### src/rtl/ppi_pkg.sv
package ppi_pkg;

   // Direction of each port section, 1 = input
   typedef struct packed {
      logic a_in;
      logic cu_in;
      logic b_in;
      logic cl_in;
   } ppi_dir_t;

   localparam int CW_W        = 8;
   localparam int CW_SET_BIT  = 7;
   localparam int CW_A_DIR    = 4;
   localparam int CW_CU_DIR   = 3;
   localparam int CW_B_MODE   = 2;
   localparam int CW_B_DIR    = 1;
   localparam int CW_CL_DIR   = 0;

   localparam logic [1:0] LOC_A    = 2'd0;
   localparam logic [1:0] LOC_B    = 2'd1;
   localparam logic [1:0] LOC_C    = 2'd2;
   localparam logic [1:0] LOC_CTRL = 2'd3;

   localparam ppi_dir_t DIR_RESET = '{a_in: 1'b1, cu_in: 1'b1, b_in: 1'b1, cl_in: 1'b1};

   function automatic logic cw_accepted(input logic [CW_W-1:0] cw);
      return cw[CW_SET_BIT] && (cw[6:5] == 2'b00) && !cw[CW_B_MODE];
   endfunction

   function automatic ppi_dir_t cw_to_dir(input logic [CW_W-1:0] cw);
      ppi_dir_t d;
      d.a_in  = cw[CW_A_DIR];
      d.cu_in = cw[CW_CU_DIR];
      d.b_in  = cw[CW_B_DIR];
      d.cl_in = cw[CW_CL_DIR];
      return d;
   endfunction

   function automatic logic [CW_W-1:0] dir_to_cw(input ppi_dir_t d);
      logic [CW_W-1:0] cw;
      cw             = '0;
      cw[CW_SET_BIT] = 1'b1;
      cw[CW_A_DIR]   = d.a_in;
      cw[CW_CU_DIR]  = d.cu_in;
      cw[CW_B_DIR]   = d.b_in;
      cw[CW_CL_DIR]  = d.cl_in;
      return cw;
   endfunction

endpackage

### src/rtl/ppi_sync.sv
module ppi_sync #(
   parameter int W      = 8,
   parameter int STAGES = 2
) (
   input  logic         clk,
   input  logic         rst_n,
   input  logic [W-1:0] d,
   output logic [W-1:0] q
);

   if (W < 1) begin : g_bad_w
      $error("ppi_sync: W must be at least 1");
   end
   if (STAGES < 0) begin : g_bad_stages
      $error("ppi_sync: STAGES must not be negative");
   end

   if (STAGES == 0) begin : g_bypass
      assign q = d;
   end else begin : g_flops
      logic [W-1:0] chain [STAGES];
      always_ff @(posedge clk or negedge rst_n) begin
         if (!rst_n) begin
            for (int i = 0; i < STAGES; i++) chain[i] <= '0;
         end else begin
            chain[0] <= d;
            for (int i = 1; i < STAGES; i++) chain[i] <= chain[i-1];
         end
      end
      assign q = chain[STAGES-1];
   end

endmodule

### src/rtl/ppi_ctrl_reg.sv
module ppi_ctrl_reg
   import ppi_pkg::*;
(
   input  logic            clk,
   input  logic            rst_n,
   input  logic            wr_en,
   input  logic [CW_W-1:0] cw,
   output ppi_dir_t        dir,
   output logic            cfg_load
);

   ppi_dir_t dir_q;

   assign cfg_load = wr_en && cw_accepted(cw);

   always_ff @(posedge clk or negedge rst_n) begin
      if (!rst_n)        dir_q <= DIR_RESET;
      else if (cfg_load) dir_q <= cw_to_dir(cw);
   end

   assign dir = dir_q;

   // a write without the set flag leaves the configuration alone
   p_no_flag_keeps_cfg_r4: assert property (@(posedge clk) disable iff (!rst_n)
      (wr_en && !cw[CW_SET_BIT]) |=> $stable(dir_q));

   // a write selecting a handshake mode leaves the configuration alone
   p_bad_mode_keeps_cfg_r5: assert property (@(posedge clk) disable iff (!rst_n)
      (wr_en && cw[CW_SET_BIT] && ((cw[6:5] != 2'b00) || cw[CW_B_MODE])) |=> $stable(dir_q));

endmodule

### src/rtl/ppi_lane.sv
module ppi_lane #(
   parameter int W           = 8,
   parameter int SYNC_STAGES = 2
) (
   input  logic         clk,
   input  logic         rst_n,
   input  logic         is_input,
   input  logic         wr_en,
   input  logic         clr,
   input  logic [W-1:0] wdata,
   input  logic [W-1:0] pin_in,
   output logic [W-1:0] pin_out,
   output logic [W-1:0] pin_oe,
   output logic [W-1:0] rd_val
);

   logic [W-1:0] latch_q;
   logic [W-1:0] pin_sync;

   ppi_sync #(.W(W), .STAGES(SYNC_STAGES)) u_sync (
      .clk   (clk),
      .rst_n (rst_n),
      .d     (pin_in),
      .q     (pin_sync)
   );

   always_ff @(posedge clk or negedge rst_n) begin
      if (!rst_n)     latch_q <= '0;
      else if (clr)   latch_q <= '0;
      else if (wr_en) latch_q <= wdata;
   end

   assign pin_out = latch_q;
   assign pin_oe  = {W{~is_input}};
   assign rd_val  = is_input ? pin_sync : latch_q;

   // the latch changes only on a write or a clear
   p_latch_hold_r7: assert property (@(posedge clk) disable iff (!rst_n)
      (!wr_en && !clr) |=> $stable(latch_q));

   // an accepted configuration write empties the latch
   p_clear_empties_r6: assert property (@(posedge clk) disable iff (!rst_n)
      clr |=> (pin_out == '0));

endmodule

### src/rtl/ppi_core.sv
module ppi_core
   import ppi_pkg::*;
#(
   parameter int PORT_W      = 8,
   parameter int SYNC_STAGES = 2
) (
   input  logic              clk,
   input  logic              rst_n,
   input  logic              cs_n,
   input  logic              rd_n,
   input  logic              wr_n,
   input  logic [1:0]        addr,
   input  logic [PORT_W-1:0] wdata,
   output logic [PORT_W-1:0] rdata,
   output logic              rdata_oe,
   input  logic [PORT_W-1:0] pa_in,
   output logic [PORT_W-1:0] pa_out,
   output logic [PORT_W-1:0] pa_oe,
   input  logic [PORT_W-1:0] pb_in,
   output logic [PORT_W-1:0] pb_out,
   output logic [PORT_W-1:0] pb_oe,
   input  logic [PORT_W-1:0] pc_in,
   output logic [PORT_W-1:0] pc_out,
   output logic [PORT_W-1:0] pc_oe
);

   localparam int HALF_W = PORT_W / 2;

   if (PORT_W < CW_W || (PORT_W % 2) != 0) begin : g_bad_width
      $error("ppi_core: PORT_W must be even and at least the control word width");
   end
   if (SYNC_STAGES < 0) begin : g_bad_sync
      $error("ppi_core: SYNC_STAGES must not be negative");
   end

   logic     wr_sel;
   logic     rd_sel;
   logic     wr_a, wr_b, wr_c, wr_ctrl;
   logic     cfg_load;
   ppi_dir_t dir;

   logic [PORT_W-1:0] a_rd, b_rd;
   logic [HALF_W-1:0] cu_rd, cl_rd;
   logic [PORT_W-1:0] rd_mux;

   assign wr_sel  = !cs_n && !wr_n;
   assign rd_sel  = !cs_n && !rd_n;
   assign wr_a    = wr_sel && (addr == LOC_A);
   assign wr_b    = wr_sel && (addr == LOC_B);
   assign wr_c    = wr_sel && (addr == LOC_C);
   assign wr_ctrl = wr_sel && (addr == LOC_CTRL);

   ppi_ctrl_reg u_ctrl (
      .clk      (clk),
      .rst_n    (rst_n),
      .wr_en    (wr_ctrl),
      .cw       (wdata[CW_W-1:0]),
      .dir      (dir),
      .cfg_load (cfg_load)
   );

   ppi_lane #(.W(PORT_W), .SYNC_STAGES(SYNC_STAGES)) u_lane_a (
      .clk (clk), .rst_n (rst_n), .is_input (dir.a_in),
      .wr_en (wr_a), .clr (cfg_load), .wdata (wdata),
      .pin_in (pa_in), .pin_out (pa_out), .pin_oe (pa_oe), .rd_val (a_rd)
   );

   ppi_lane #(.W(PORT_W), .SYNC_STAGES(SYNC_STAGES)) u_lane_b (
      .clk (clk), .rst_n (rst_n), .is_input (dir.b_in),
      .wr_en (wr_b), .clr (cfg_load), .wdata (wdata),
      .pin_in (pb_in), .pin_out (pb_out), .pin_oe (pb_oe), .rd_val (b_rd)
   );

   ppi_lane #(.W(HALF_W), .SYNC_STAGES(SYNC_STAGES)) u_lane_cu (
      .clk (clk), .rst_n (rst_n), .is_input (dir.cu_in),
      .wr_en (wr_c), .clr (cfg_load), .wdata (wdata[PORT_W-1:HALF_W]),
      .pin_in (pc_in[PORT_W-1:HALF_W]), .pin_out (pc_out[PORT_W-1:HALF_W]),
      .pin_oe (pc_oe[PORT_W-1:HALF_W]), .rd_val (cu_rd)
   );

   ppi_lane #(.W(HALF_W), .SYNC_STAGES(SYNC_STAGES)) u_lane_cl (
      .clk (clk), .rst_n (rst_n), .is_input (dir.cl_in),
      .wr_en (wr_c), .clr (cfg_load), .wdata (wdata[HALF_W-1:0]),
      .pin_in (pc_in[HALF_W-1:0]), .pin_out (pc_out[HALF_W-1:0]),
      .pin_oe (pc_oe[HALF_W-1:0]), .rd_val (cl_rd)
   );

   always_comb begin
      unique case (addr)
         LOC_A:   rd_mux = a_rd;
         LOC_B:   rd_mux = b_rd;
         LOC_C:   rd_mux = {cu_rd, cl_rd};
         default: rd_mux = PORT_W'(dir_to_cw(dir));
      endcase
   end

   assign rdata_oe = rd_sel;
   assign rdata    = rd_sel ? rd_mux : '0;

   // each output-enable group is uniform across its section
   p_oe_uniform_r3: assert property (@(posedge clk) disable iff (!rst_n)
      ((pa_oe == '0) || (pa_oe == '1)) && ((pb_oe == '0) || (pb_oe == '1)));

   // control readback always shows the set flag and basic mode
   p_cfg_word_r10: assert property (@(posedge clk) disable iff (!rst_n)
      (rdata_oe && addr == LOC_CTRL) |-> (rdata[7] && rdata[6:5] == 2'b00 && !rdata[2]));

   // nothing is written while the chip is not selected
   p_no_write_unselected_r9: assert property (@(posedge clk) disable iff (!rst_n)
      cs_n |=> ($stable(pa_out) && $stable(pb_out) && $stable(pc_out)));

endmodule

### config.mk
export PLATFORM = sky130hd
export DESIGN_NAME = ppi_core
export DESIGN_NICKNAME = d
export VERILOG_FILES = /design/src/rtl/ppi_pkg.sv /design/src/rtl/ppi_sync.sv /design/src/rtl/ppi_ctrl_reg.sv /design/src/rtl/ppi_lane.sv /design/src/rtl/ppi_core.sv
export SDC_FILE = /design/constraint.sdc
export NUM_CORES = 1
export LEC_CHECK = 0
export BUFFER_PORTS_ARGS = -buffer_cell sky130_fd_sc_hd__buf_2
export CAP_MARGIN = 40
export CELL_PAD_IN_SITES_DETAIL_PLACEMENT = 0
export CELL_PAD_IN_SITES_GLOBAL_PLACEMENT = 1
export CORE_ASPECT_RATIO = 0.7
export CORE_MARGIN = 5
export CORE_UTILIZATION = 40
export CTS_CLUSTER_DIAMETER = 80
export DETAILED_ROUTE_END_ITERATION = 10
export PLACE_DENSITY_LB_ADDON = 0.15
export SLEW_MARGIN = 5
export SYNTH_ARGS = -nofsm -noshare
export SYNTH_HDL_FRONTEND = slang
export SYNTH_HIERARCHICAL = 1
export SYNTH_SLANG_ARGS = --single-unit
### constraint.sdc
create_clock -name clk -period 4.8 [get_ports clk]
set_clock_uncertainty 0.2 [all_clocks]
set_input_delay 0.24 -clock clk [delete_from_list [all_inputs] [get_ports clk]]
set_output_delay 0.24 -clock clk [all_outputs]
set_load 0.01 [all_outputs]
==> Yosys cells after proc, flatten, opt, wreduce, memory -nomap -nowiden <==
Index checks and enable logic that the tools add are counted.
{ "op_classes": {"n_bitwise": 4, "n_reduce_logical": 18, "n_mux": 14, "eq_ne": 3} }
{ "op_table": {"columns": ["cell", "n"], "rows": [
  ["$mux 8", 7],
  ["$mux 4", 6],
  ["$pmux 8 s3", 1],
  ["$logic_and 1x1->1", 9],
  ["$reduce_bool 2->1", 3],
  ["$eq 2x2->1 const B", 2],
  ["$logic_not 1->1", 4],
  ["$logic_not 2->1", 2],
  ["$not 1->1", 4],
  ["$eq 2x1->1 const B", 1]
]} }
{ "totals": {"wordCells": 55, "output_inout_bits": 57, "inputBits": 39, "register_bits": 76} }

==> Longest topological paths before layout <==
Gate-level depths: netlist of run 1.
{ "logic_depth": {"ltp_word": 5, "mapped_depth": 6, "depth_no_buf": 4} }

==> By module <==
Netlist of run 1, hierarchy kept.
{ "modules_own_cells": {"columns": ["module", "area_each_um2", "cells_each", "n_inst", "seq_area_each_um2"], "rows": [
  ["ppi_lane (u_lane_a ...)", 513.0, 43, 2, 200.2],
  ["ppi_sync (u_lane_a.u_sync ...)", 460.4, 24, 2, 400.4],
  ["ppi_lane (u_lane_cl ...)", 231.5, 21, 2, 100.1],
  ["ppi_sync (u_lane_cl.u_sync ...)", 230.2, 12, 2, 200.2],
  ["ppi_core", 292.8, 38, 1, 0.0],
  ["ppi_ctrl_reg", 175.2, 10, 1, 105.1]
]} }

==> Worst setup path before layout of run 1 <==
OpenSTA, ideal clock, no wires.
{ "synth_path": {"path_type": "input to register", "start": "input addr[0]", "end": "register u_lane_a.latch_q[0], in the netlist u_lane_a/pin_out[0]", "n_path_buf": 2, "cell_stages": 6, "t_arrival_ns": 1.523, "setup_time_ns": 0.128, "slack_ns": 2.948, "t_required_ns": 4.472, "path_cell_list": "buf_2 -> and4bb_2 -> nand2_1 -> nor4_4 -> buf_1 -> nor2_1"} }
{ "synth_between": {"elab_chain_len": 4, "word_cells_on_any_way": 7, "cone_classes": "eq/ne: 1; mux: 1; reduce/logical: 5"} }
{ "synth_lines": {"columns": ["item", "line", "text"], "rows": [
  ["start, declared", "ppi_core.sv:12", "input logic [1:0] addr,"],
  ["$eq 2x2->1 (*)", "ppi_core.sv:51", "assign wr_ctrl = wr_sel && (addr == LOC_CTRL);"],
  ["$logic_and 1x1->1 (*)", "ppi_core.sv:51", null],
  ["net wr_ctrl", "ppi_core.sv:38", "logic wr_a, wr_b, wr_c, wr_ctrl;"],
  ["$logic_and 1x1->1 (*)", "ppi_ctrl_reg.sv:14", "assign cfg_load = wr_en && cw_accepted(cw);"],
  ["net cfg_load", "ppi_core.sv:39", "logic cfg_load;"],
  ["$mux 8 / $reduce_bool 2->1 (equally long branches)", null, null],
  ["end signal, assigned", "ppi_lane.sv:30", "else if (wr_en) latch_q <= wdata;"],
  ["end, declared", "ppi_lane.sv:17", "logic [W-1:0] latch_q;"]
]} }
The timed path passes the listed nets; every way through them passes the cells marked *.
A chain may end at the register's enable or synchronous reset.

==> Worst setup path after layout of run 1 <==
{ "layout_path": {"start": "register u_ctrl.dir_q (netlist bit u_ctrl/dir[1])", "end": "output rdata[6]"} }
{ "layout_between": {"elab_chain_len": 3} }
{ "layout_lines": {"columns": ["item", "line", "text"], "rows": [
  ["start, declared", "ppi_ctrl_reg.sv:12", "ppi_dir_t dir_q;"],
  ["start signal, assigned", "ppi_ctrl_reg.sv:18", "else if (cfg_load) dir_q <= cw_to_dir(cw);"],
  ["$mux 8", "ppi_lane.sv:35", "assign rd_val = is_input ? pin_sync : latch_q;"],
  ["net b_rd[6]", "ppi_core.sv:42", "logic [PORT_W-1:0] a_rd, b_rd;"],
  ["$pmux 8 s3", "ppi_core.sv:89", "unique case (addr)"],
  ["$mux 8", "ppi_core.sv:98", "assign rdata = rd_sel ? rd_mux : '0;"],
  ["end, declared", "ppi_core.sv:14", "output logic [PORT_W-1:0] rdata,"]
]} }
The timed path passes the listed nets, and every way through them passes these cells.

==> results of run 1 <==
-- worst max-delay path: cells and delay by family, from the launching register on --
family	cells	cell delay (ps)
buffers and inverters	1	130
AOI/OAI and AO/OA	1	110
muxes	2	570
DFF	1	760
and+or+nand+nor	1	160
-- through the flow --
step | hold WS (ps) | setup slack (ps) | cells | util
floorplan | -256 | 2950 | 248 | -
global route | 19.2 | 2220 | 434 | 0.524
CTS | 5.00 | 2280 | 434 | 0.524
finish | 17.9 | 2290 | 434 | 0.524
global placement | 131 | 2310 | 393 | 0.447
detailed placement | -5.15 | 2290 | 394 | 0.451
-- registers in the layout (all words and copies together), names as in the netlist --
signal                          count
u_lane_b/u_sync/q                   8
u_ctrl/dir                          4
u_lane_b/pin_out                    8
u_lane_cl/pin_out                   4
u_lane_a/u_sync/g_flops.chain       8
u_lane_a/pin_out                    8
u_lane_cu/pin_out                   4
u_lane_cu/u_sync/q                  4
u_lane_cl/u_sync/q                  4
u_lane_a/u_sync/q                   8
u_lane_cu/u_sync/g_flops.chain      4
u_lane_cl/u_sync/g_flops.chain      4
u_lane_b/u_sync/g_flops.chain       8
-- cell usage in the layout, fill, tap and decap left out, drive strengths merged --
cell,n
clkinv,2
buf,100
and2,4
nor4,2
dfrtp,72
inv,5
nor2,25
dlygate4sd3,25
o21ai,5
and4bb,1
o22ai,4
mux2,28
clkbuf,9
dfstp,4
nor4b,2
bufinv,3
nand2,2
nand3b,3
mux2i,36
or3,1
-- layer usage --
metal / GRT usage / part of all wire / routed length [um]
met1: 0.206 / 0.50 / 3600
met4: 0.0536 / 0.011 / 82
met2: 0.209 / 0.42 / 3030
met5: 0 / 0 / 0
met3: 0.0554 / 0.066 / 474
-- logic make-up after synthesis --
| kind of cell | Yosys count | share of synthesized area |
|---|---|---|
| compound gates | 9 | 0.0150 |
| buf+inv | 59 | 0.127 |
| flops | 76 | 0.571 |
| mux | 64 | 0.220 |
| simple gates | 40 | 0.0660 |
-- worst paths after layout --
kind	start	end	slack, ps
setup reg to reg	u_ctrl/dir[3]	u_ctrl/dir[3]	3560
hold reg to reg	u_lane_cl/u_sync/g_flops.chain[6]	u_lane_cl/u_sync/q[2]	150
hold / removal	wdata[1]	u_ctrl/dir[1]	20
min in group asynchronous	rst_n	u_lane_b/u_sync/g_flops.chain[12]	170
max in group asynchronous	rst_n	u_ctrl/dir[0]	3600
setup / recovery	u_ctrl/dir[1]	rdata[6]	2290
-- area by class of cell --
| class | instances | share of cell area |
|---|---|---|
| inverter | 4 | 0.00358 |
| multi-input combinational | 113 | 0.244 |
| sequential | 76 | 0.454 |
| tap | 101 | 0.0301 |
| clock inverter | 6 | 0.0268 |
| timing repair buffer | 125 | 0.187 |
| clock buffer | 9 | 0.0537 |
-- what timing repair did --
item                                    in CTS  in global routing
endpoints found under the hold margin       70                  0
endpoints found under the setup margin       0                  0
hold buffers                                25                  0
-- power groups by stage --
stage | logic, W | clock network (W) | registers (W)
6_report | 0.000331 | 0.000767 | 0.000769
5_1_grt | 0.000365 | 0.000814 | 0.000779
4_1_cts | 0.000338 | 0.000789 | 0.000771
3_5_place_dp | 0.000319 | 0 | 0.000781
3_3_place_gp | 0.000315 | 0 | 0.000781
2_1_floorplan | 0.000201 | 0 | 0.000784
==> flow_summary.ini, run 1 <==
[timing]
period_minus_slack_ps = 2510
rsz0062_at_grt = no
setup_viol = 0
final.period_utilization = 0.522
worstMarginPinSlew_ps = 634
finalSetupTns_ps = 0
finalHoldViolations = 0
fmax_mhz = 399
drv_slew = 0
slew_headroom = 0.574

[placed_design]
place_congestion = 0.705
numPortBuffers = 95
post_dp_cell_area_um2 = 3610
hpwl_um = 5050

[floorplan]
rows = 27
dieArea_um2 = 10300
fp.dieW_um = 119
io_pins = 96
core_area_um2 = 8010
die_h_um = 86.4
start_util = 0.417

[worst_setup_path]
worst-r2r-cell-count = 1
cp_max_fo = 11
cp_cell_sequence = mux2_4 > mux2i_1 > o21ai_0 > and2_1 > buf_2
max_stage_delay_ps = 760
cp-start-kind = flop
cp.arrival_ps = 2070
cp-end-kind = output pin
path_class = reg -> out
critical_path.slowest_cell = dfstp_2
cp.required_ps = 4360

[logic_synthesis]
synth.distinct_cells = 23
synth_most_common_cell = dfrtp_1
synth_flop_cell = dfrtp_1
synthCells = 248
async_reset_ff_frac = 1.00
synth_top_area_frac = 0.540
ys_seq_elements = 76
synth_edf_count = 0
ys_seq_area_frac = 0.571
ys.warnings.count = 6
synth_area_leaders = dfrtp_1, mux2i_1, buf_4
yosysTopAreaCell = dfrtp_1
mappedNetlistNets = 287
synth_area_um2 = 3340
ys_top_cells_by_count = dfrtp_1, buf_4, mux2i_1
postSynthAreaPerCell_um2 = 13.5

[finish]
drive_gt1_frac = 0.462
area.sequential_um2 = 1910
area_growth_pct = 25.7
fin_nets = 368
fin_area_um2 = 4200
diodes = 0
fillers = 706
multiInputGateArea_um2 = 1020

[grt]
antenna_found_initial = 0
grt_max_degree = 49
grt_pass1_wl_um = 11400
grt_usage = 0.147
grt.overflow.total = 0
first_global_vias = 2063

[detailed_routing]
viasPerCell = 4.56
num_vias = 1978
ant_nets = 0
routedWlPerCell_um = 16.5
drt_iter0_markers = 87
routed_wl_um = 7180
drc_errors = 0
dr.pass1.iters = 4

[power]
intPower_w = 0.00140
p_leak_nw = 1.95
p_sw_frac = 0.252
netSwitchingPower_w = 0.000471
powerDensity_nw_per_um2 = 445
power_frac_seq = 0.412
power_w = 0.00187
peakVddDrop_uv = 235
power_frac_comb = 0.177
clkPwrFrac = 0.411

[status]
status = complete, no violations

[clock_network]
cts_buffers = 9
clock_path_buffers = 2
post_cts_buffers = 0
cts_tree = built
clock_latency_ps = 330
clk_pin_slew_ps = 60
cts.repair.resized = 0
root_buffer = clkbuf_16
htreeDepth = 3
clock_sink_count = 76

[worst_hold_path]
hold_depth = 2
hp-class = in -> reg

[run]
drv_cap = 0
Power figures use the tool's default switching activity.
==> run 2, diff against run 1 <==
CORE_UTILIZATION = 37   (was 40)
clock period = 2 ns   (was 4.8 ns; I/O delays follow)
==> run 2 against run 1 <==
The flow now finishes with violations (negative setup slack). Die area rose by 7.3%. Register-to-register slack got worse by 2900 ps. Clock power rose by 130%. Combinational power rose to 2.6 times the previous value. Wire length rose by 3.6%.
==> flow_summary.ini, run 2 (synthesis results as in run 1) <==
[status]
status = finished with violations
violations = negative setup slack

[detailed_routing]
ant_nets = 0
dr.pass1.iters = 6
routedWlPerCell_um = 15.6
viasPerCell = 4.29
num_vias = 2046
drc_errors = 0
routed_wl_um = 7440
drt_iter0_markers = 91

[placed_design]
dp.cells = 422
hpwl_um = 5210
numPortBuffers = 95
place_congestion = 0.730

[finish]
final_cells = 477
fin_util = 0.494
fin_nets = 387
area_growth_pct = 32.2
diodes = 0
final_common_cell = buf_2
layout_common_cells = buf_2, dfrtp_1, dlygate4sd3_1
drive_gt1_frac = 0.479

[floorplan]
io_pins = 96
die_h_um = 89.5
core_area_um2 = 8930
fp.dieW_um = 124
dieArea_um2 = 11100
start_util = 0.374
rows = 29

[grt]
first_global_vias = 2078
grt_use_met2 = 0.205
grt.overflow.total = 0
met3_usage = 0.0595
grt_max_degree = 45
grt_usage = 0.149
grt_pass1_wl_um = 11800
grt-busiest-layer = met1
antenna_found_initial = 0
use_met1 = 0.210

[clock_network]
clock_sink_count = 76
htreeDepth = 3
cts_tree = built
root_buffer = clkbuf_16
clk_pin_slew_ps = 60
clock_latency_ps = 340
clock_path_buffers = 2
cts_buffers = 9

[timing]
rsz0062_at_grt = yes
period_minus_slack_ps = 2180
setup_viol = 8
final.period_utilization = 1.09
fin_ws_ps = -180
worstMarginPinSlew_ps = 431
drv_slew = 0
slew_headroom = 0.712
fmax_mhz = 459
finalHoldViolations = 0

[power]
p_sw_frac = 0.254
netSwitchingPower_w = 0.00113
clkPwrFrac = 0.392
power_frac_seq = 0.415
peakVddDrop_uv = 447
power_w = 0.00443
powerDensity_nw_per_um2 = 1000
p_leak_nw = 2.03
intPower_w = 0.00330
power_frac_comb = 0.193

[run]
drv_cap = 0

[worst_setup_path]
cp-start-kind = flop
cp-end-kind = output pin
cp.required_ps = 1700
crit_start = u_ctrl/dir[1]
cp_max_fo = 7
cp.arrival_ps = 1880
r2r_start = u_ctrl/dir[1]
path_class = reg -> out

[worst_hold_path]
hp-class = in -> async
-- run 2: final cells by class --
cell class	instances	area, um^2
Clock buffer	12	246
Clock inverter	4	73.8
Fill cell	808	4510
Inverter	4	15.0
Multi-Input combinational cell	113	1050
Sequential cell	76	1910
Tap cell	124	155
Timing Repair Buffer	144	965
-- run 2: worst paths after layout --
path / to / slack (ps) / depth (start not counted)
min: u_lane_a/pin_out[6] / 40 / 2
min reg2reg: u_lane_a/u_sync/q[6] / 140 / 0
max in group asynchronous: u_ctrl/dir[0] / 920 / 3
max reg2reg: u_ctrl/dir[1] / 690 / 3
max: rdata[6] / -180 / 5
min in group clk: u_lane_a/u_sync/q[6] / 140 / 0
-- run 2: power groups by stage --
stage,clock (W),combinational [W],sequential [W]
4_1_cts,0.00178,0.000850,0.00184
3_5_place_dp,0,0.000769,0.00187
6_report,0.00174,0.000857,0.00184
2_1_floorplan,0,0.000482,0.00188
5_1_grt,0.00186,0.000946,0.00187
3_3_place_gp,0,0.000765,0.00187
-- run 2: stage by stage --
step / area [um^2] / hold slack, ps / worst slack, ps / TNS (ps)
6_report: 4410 / 43.0 / -180 / -1170
5_1_grt: 4410 / 95.7 / -250 / -1740
4_1_cts: 4380 / 56.6 / -209 / -1260
3_5_place_dp: 3680 / -117 / 74.6 / 0
3_3_place_gp: 3680 / -123 / 73.5 / 0
2_1_floorplan: 3340 / -396 / 288 / 0
-- run 2: metal layers --
metal  wire length (um)  vias up
met1               3750      997
met2               3090       59
met4                100        0
met5                  0        -
met3                503        8
li1                   -      982
-- run 2: worst max-delay path, stage by stage (launching register included) --
cell	delay (ps)
dfstp_4	690
mux2_4	320
mux2i_2	170
o21ai_1	90
and2_1	140
buf_2	130
-- run 2: repair_timing --
item | 4_1_cts | 5_1_grt
gates cloned | 0 | 0
gates resized for setup | 6 | 6
hold buffers | 33 | 0
pin swaps | 4 | 1
buffers inserted | 4 | 2
setup endpoints to repair | 8 | 8
hold endpoints to repair | 124 | 0
==> run 3, diff against run 2 <==
BUFFER_PORTS_ARGS = -buffer_cell sky130_fd_sc_hd__clkbuf_2   (was -buffer_cell sky130_fd_sc_hd__buf_2)
==> run 3 against run 2 <==
The run still ends with negative setup slack left. Hold slack worse by 26 ps. Critical path type unchanged. Sequential share of layout area is 0.16 points higher. Core utilization fell by 0.084 points.
==> flow_summary.ini, run 3 (synthesis results as in run 1) <==
[clock_network]
clk_pin_slew_ps = 60
clock_latency_ps = 330
cts_tree = built
root_buffer = clkbuf_16
clock_path_buffers = 2
clock_sink_count = 76
cts_buffers = 9
htreeDepth = 3

[floorplan]
io_pins = 96
dieArea_um2 = 11100
core_area_um2 = 8930
fp.dieW_um = 124
rows = 29
start_util = 0.374
die_h_um = 89.5

[grt]
met3_usage = 0.0563
grt-busiest-layer = met1
grt_usage = 0.143
grt_max_degree = 52
grt.overflow.total = 0
antenna_found_initial = 0
grt_use_met2 = 0.198
use_met1 = 0.206
grt_pass1_wl_um = 11400
first_global_vias = 2027

[worst_setup_path]
cp-end-kind = output pin
critPathTopFamily = flip-flops
cp.arrival_ps = 1880
worst-r2r-setup-slack_ps = 760
critical_path.slowest_cell = dfstp_4
cp-start-kind = flop
path_class = reg -> out
r2r_end = u_ctrl/dir[3]
r2r_start = u_ctrl/dir[3]
cp_cell_sequence = buf_12 > mux2_4 > mux2i_2 > o22ai_1 > clkbuf_2
path_buf_inv = 2
cp.required_ps = 1700
cp_max_fo = 7
worst-r2r-cell-count = 2
max_stage_delay_ps = 690

[detailed_routing]
drc_errors = 0
routed_wl_um = 7170
viasPerCell = 4.20
dr.pass1.iters = 4
routedWlPerCell_um = 15.1
num_vias = 1990
ant_nets = 0
drt_iter0_markers = 134

[finish]
diodes = 0
final_common_cell = clkbuf_2
fin_nets = 385
area_growth_pct = 31.9
final_cells = 474
fillers = 823
drive_gt1_frac = 0.486
layout_common_cells = clkbuf_2, dfrtp_1, dlygate4sd3_1

[timing]
slew_headroom = 0.762
setup_viol = 8
period_minus_slack_ps = 2180
fmax_mhz = 458
rsz0062_at_grt = yes
final.period_utilization = 1.09
fin_ws_ps = -182
hold_slack_ps = 16.7
worstMarginPinSlew_ps = 357
drv_slew = 0
finalHoldViolations = 0

[placed_design]
numPortBuffers = 95
dp.cells = 421
hpwl_um = 5220
pre_cts_ws_ps = 68.7
place_congestion = 0.729

[power]
powerDensity_nw_per_um2 = 997
peakVddDrop_uv = 556
p_leak_nw = 2.04
power_w = 0.00439

[status]
status = finished with violations
violations = negative setup slack

[worst_hold_path]
hp-class = in -> async

[run]
drv_cap = 0
## run 3: worst max-delay path by stage
stage,startpoint,slack [ps],cells after the start,to
after floorplan,addr[0],290,6,u_lane_a/pin_out[0]
after global placement,u_ctrl/dir[1],100,5,rdata[6]
after detailed placement,u_ctrl/dir[3],70,5,rdata[6]
after CTS,u_ctrl/dir[1],-210,5,rdata[4]
after global routing,u_ctrl/dir[3],-250,5,rdata[0]
final,u_ctrl/dir[3],-180,5,rdata[4]
## run 3: routing by layer
| metal | wire length (um) | share of wire |
|---|---|---|
| met1 | 3540 | 0.49 |
| met2 | 3050 | 0.43 |
| met3 | 510 | 0.071 |
| met4 | 72 | 0.010 |
| met5 | 0 | 0 |
## run 3: final cells by class
cell class | count | area (um^2) | area share
clock inverter | 6 | 90.1 | 0.0205
clock buffer | 9 | 225 | 0.0511
timing repair buffer | 142 | 952 | 0.216
multi-input combinational | 113 | 1050 | 0.239
inverter | 4 | 15.0 | 0.00341
sequential | 76 | 1910 | 0.435
tap | 124 | 155 | 0.0352
## run 3: power breakdown
part,internal [W],switching [W]
clock network,0.00109,0.000603
registers,0.00171,0.000133
logic,0.000465,0.000392
total,0.00326,0.00113
## run 3: stage by stage
| step | TNS [ps] | utilization | area, um^2 |
|---|---|---|---|
| after CTS | -1530 | 0.490 | 4370 |
| final | -1280 | 0.493 | 4400 |
| after floorplan | 0 | - | 3340 |
| after global routing | -1860 | 0.493 | 4400 |
| after detailed placement | 0 | 0.410 | 3660 |
| after global placement | 0 | 0.410 | 3660 |
## run 3: timing repair
action | 4_1_cts | 5_1_grt
hold buffers | 33 | 0
pin swaps | 2 | 1
setup buffers | 5 | 0
endpoints found under the hold margin | 124 | 0
gates resized for setup | 10 | 8
cloned | 0 | 0
endpoints found under the setup margin | 8 | 8
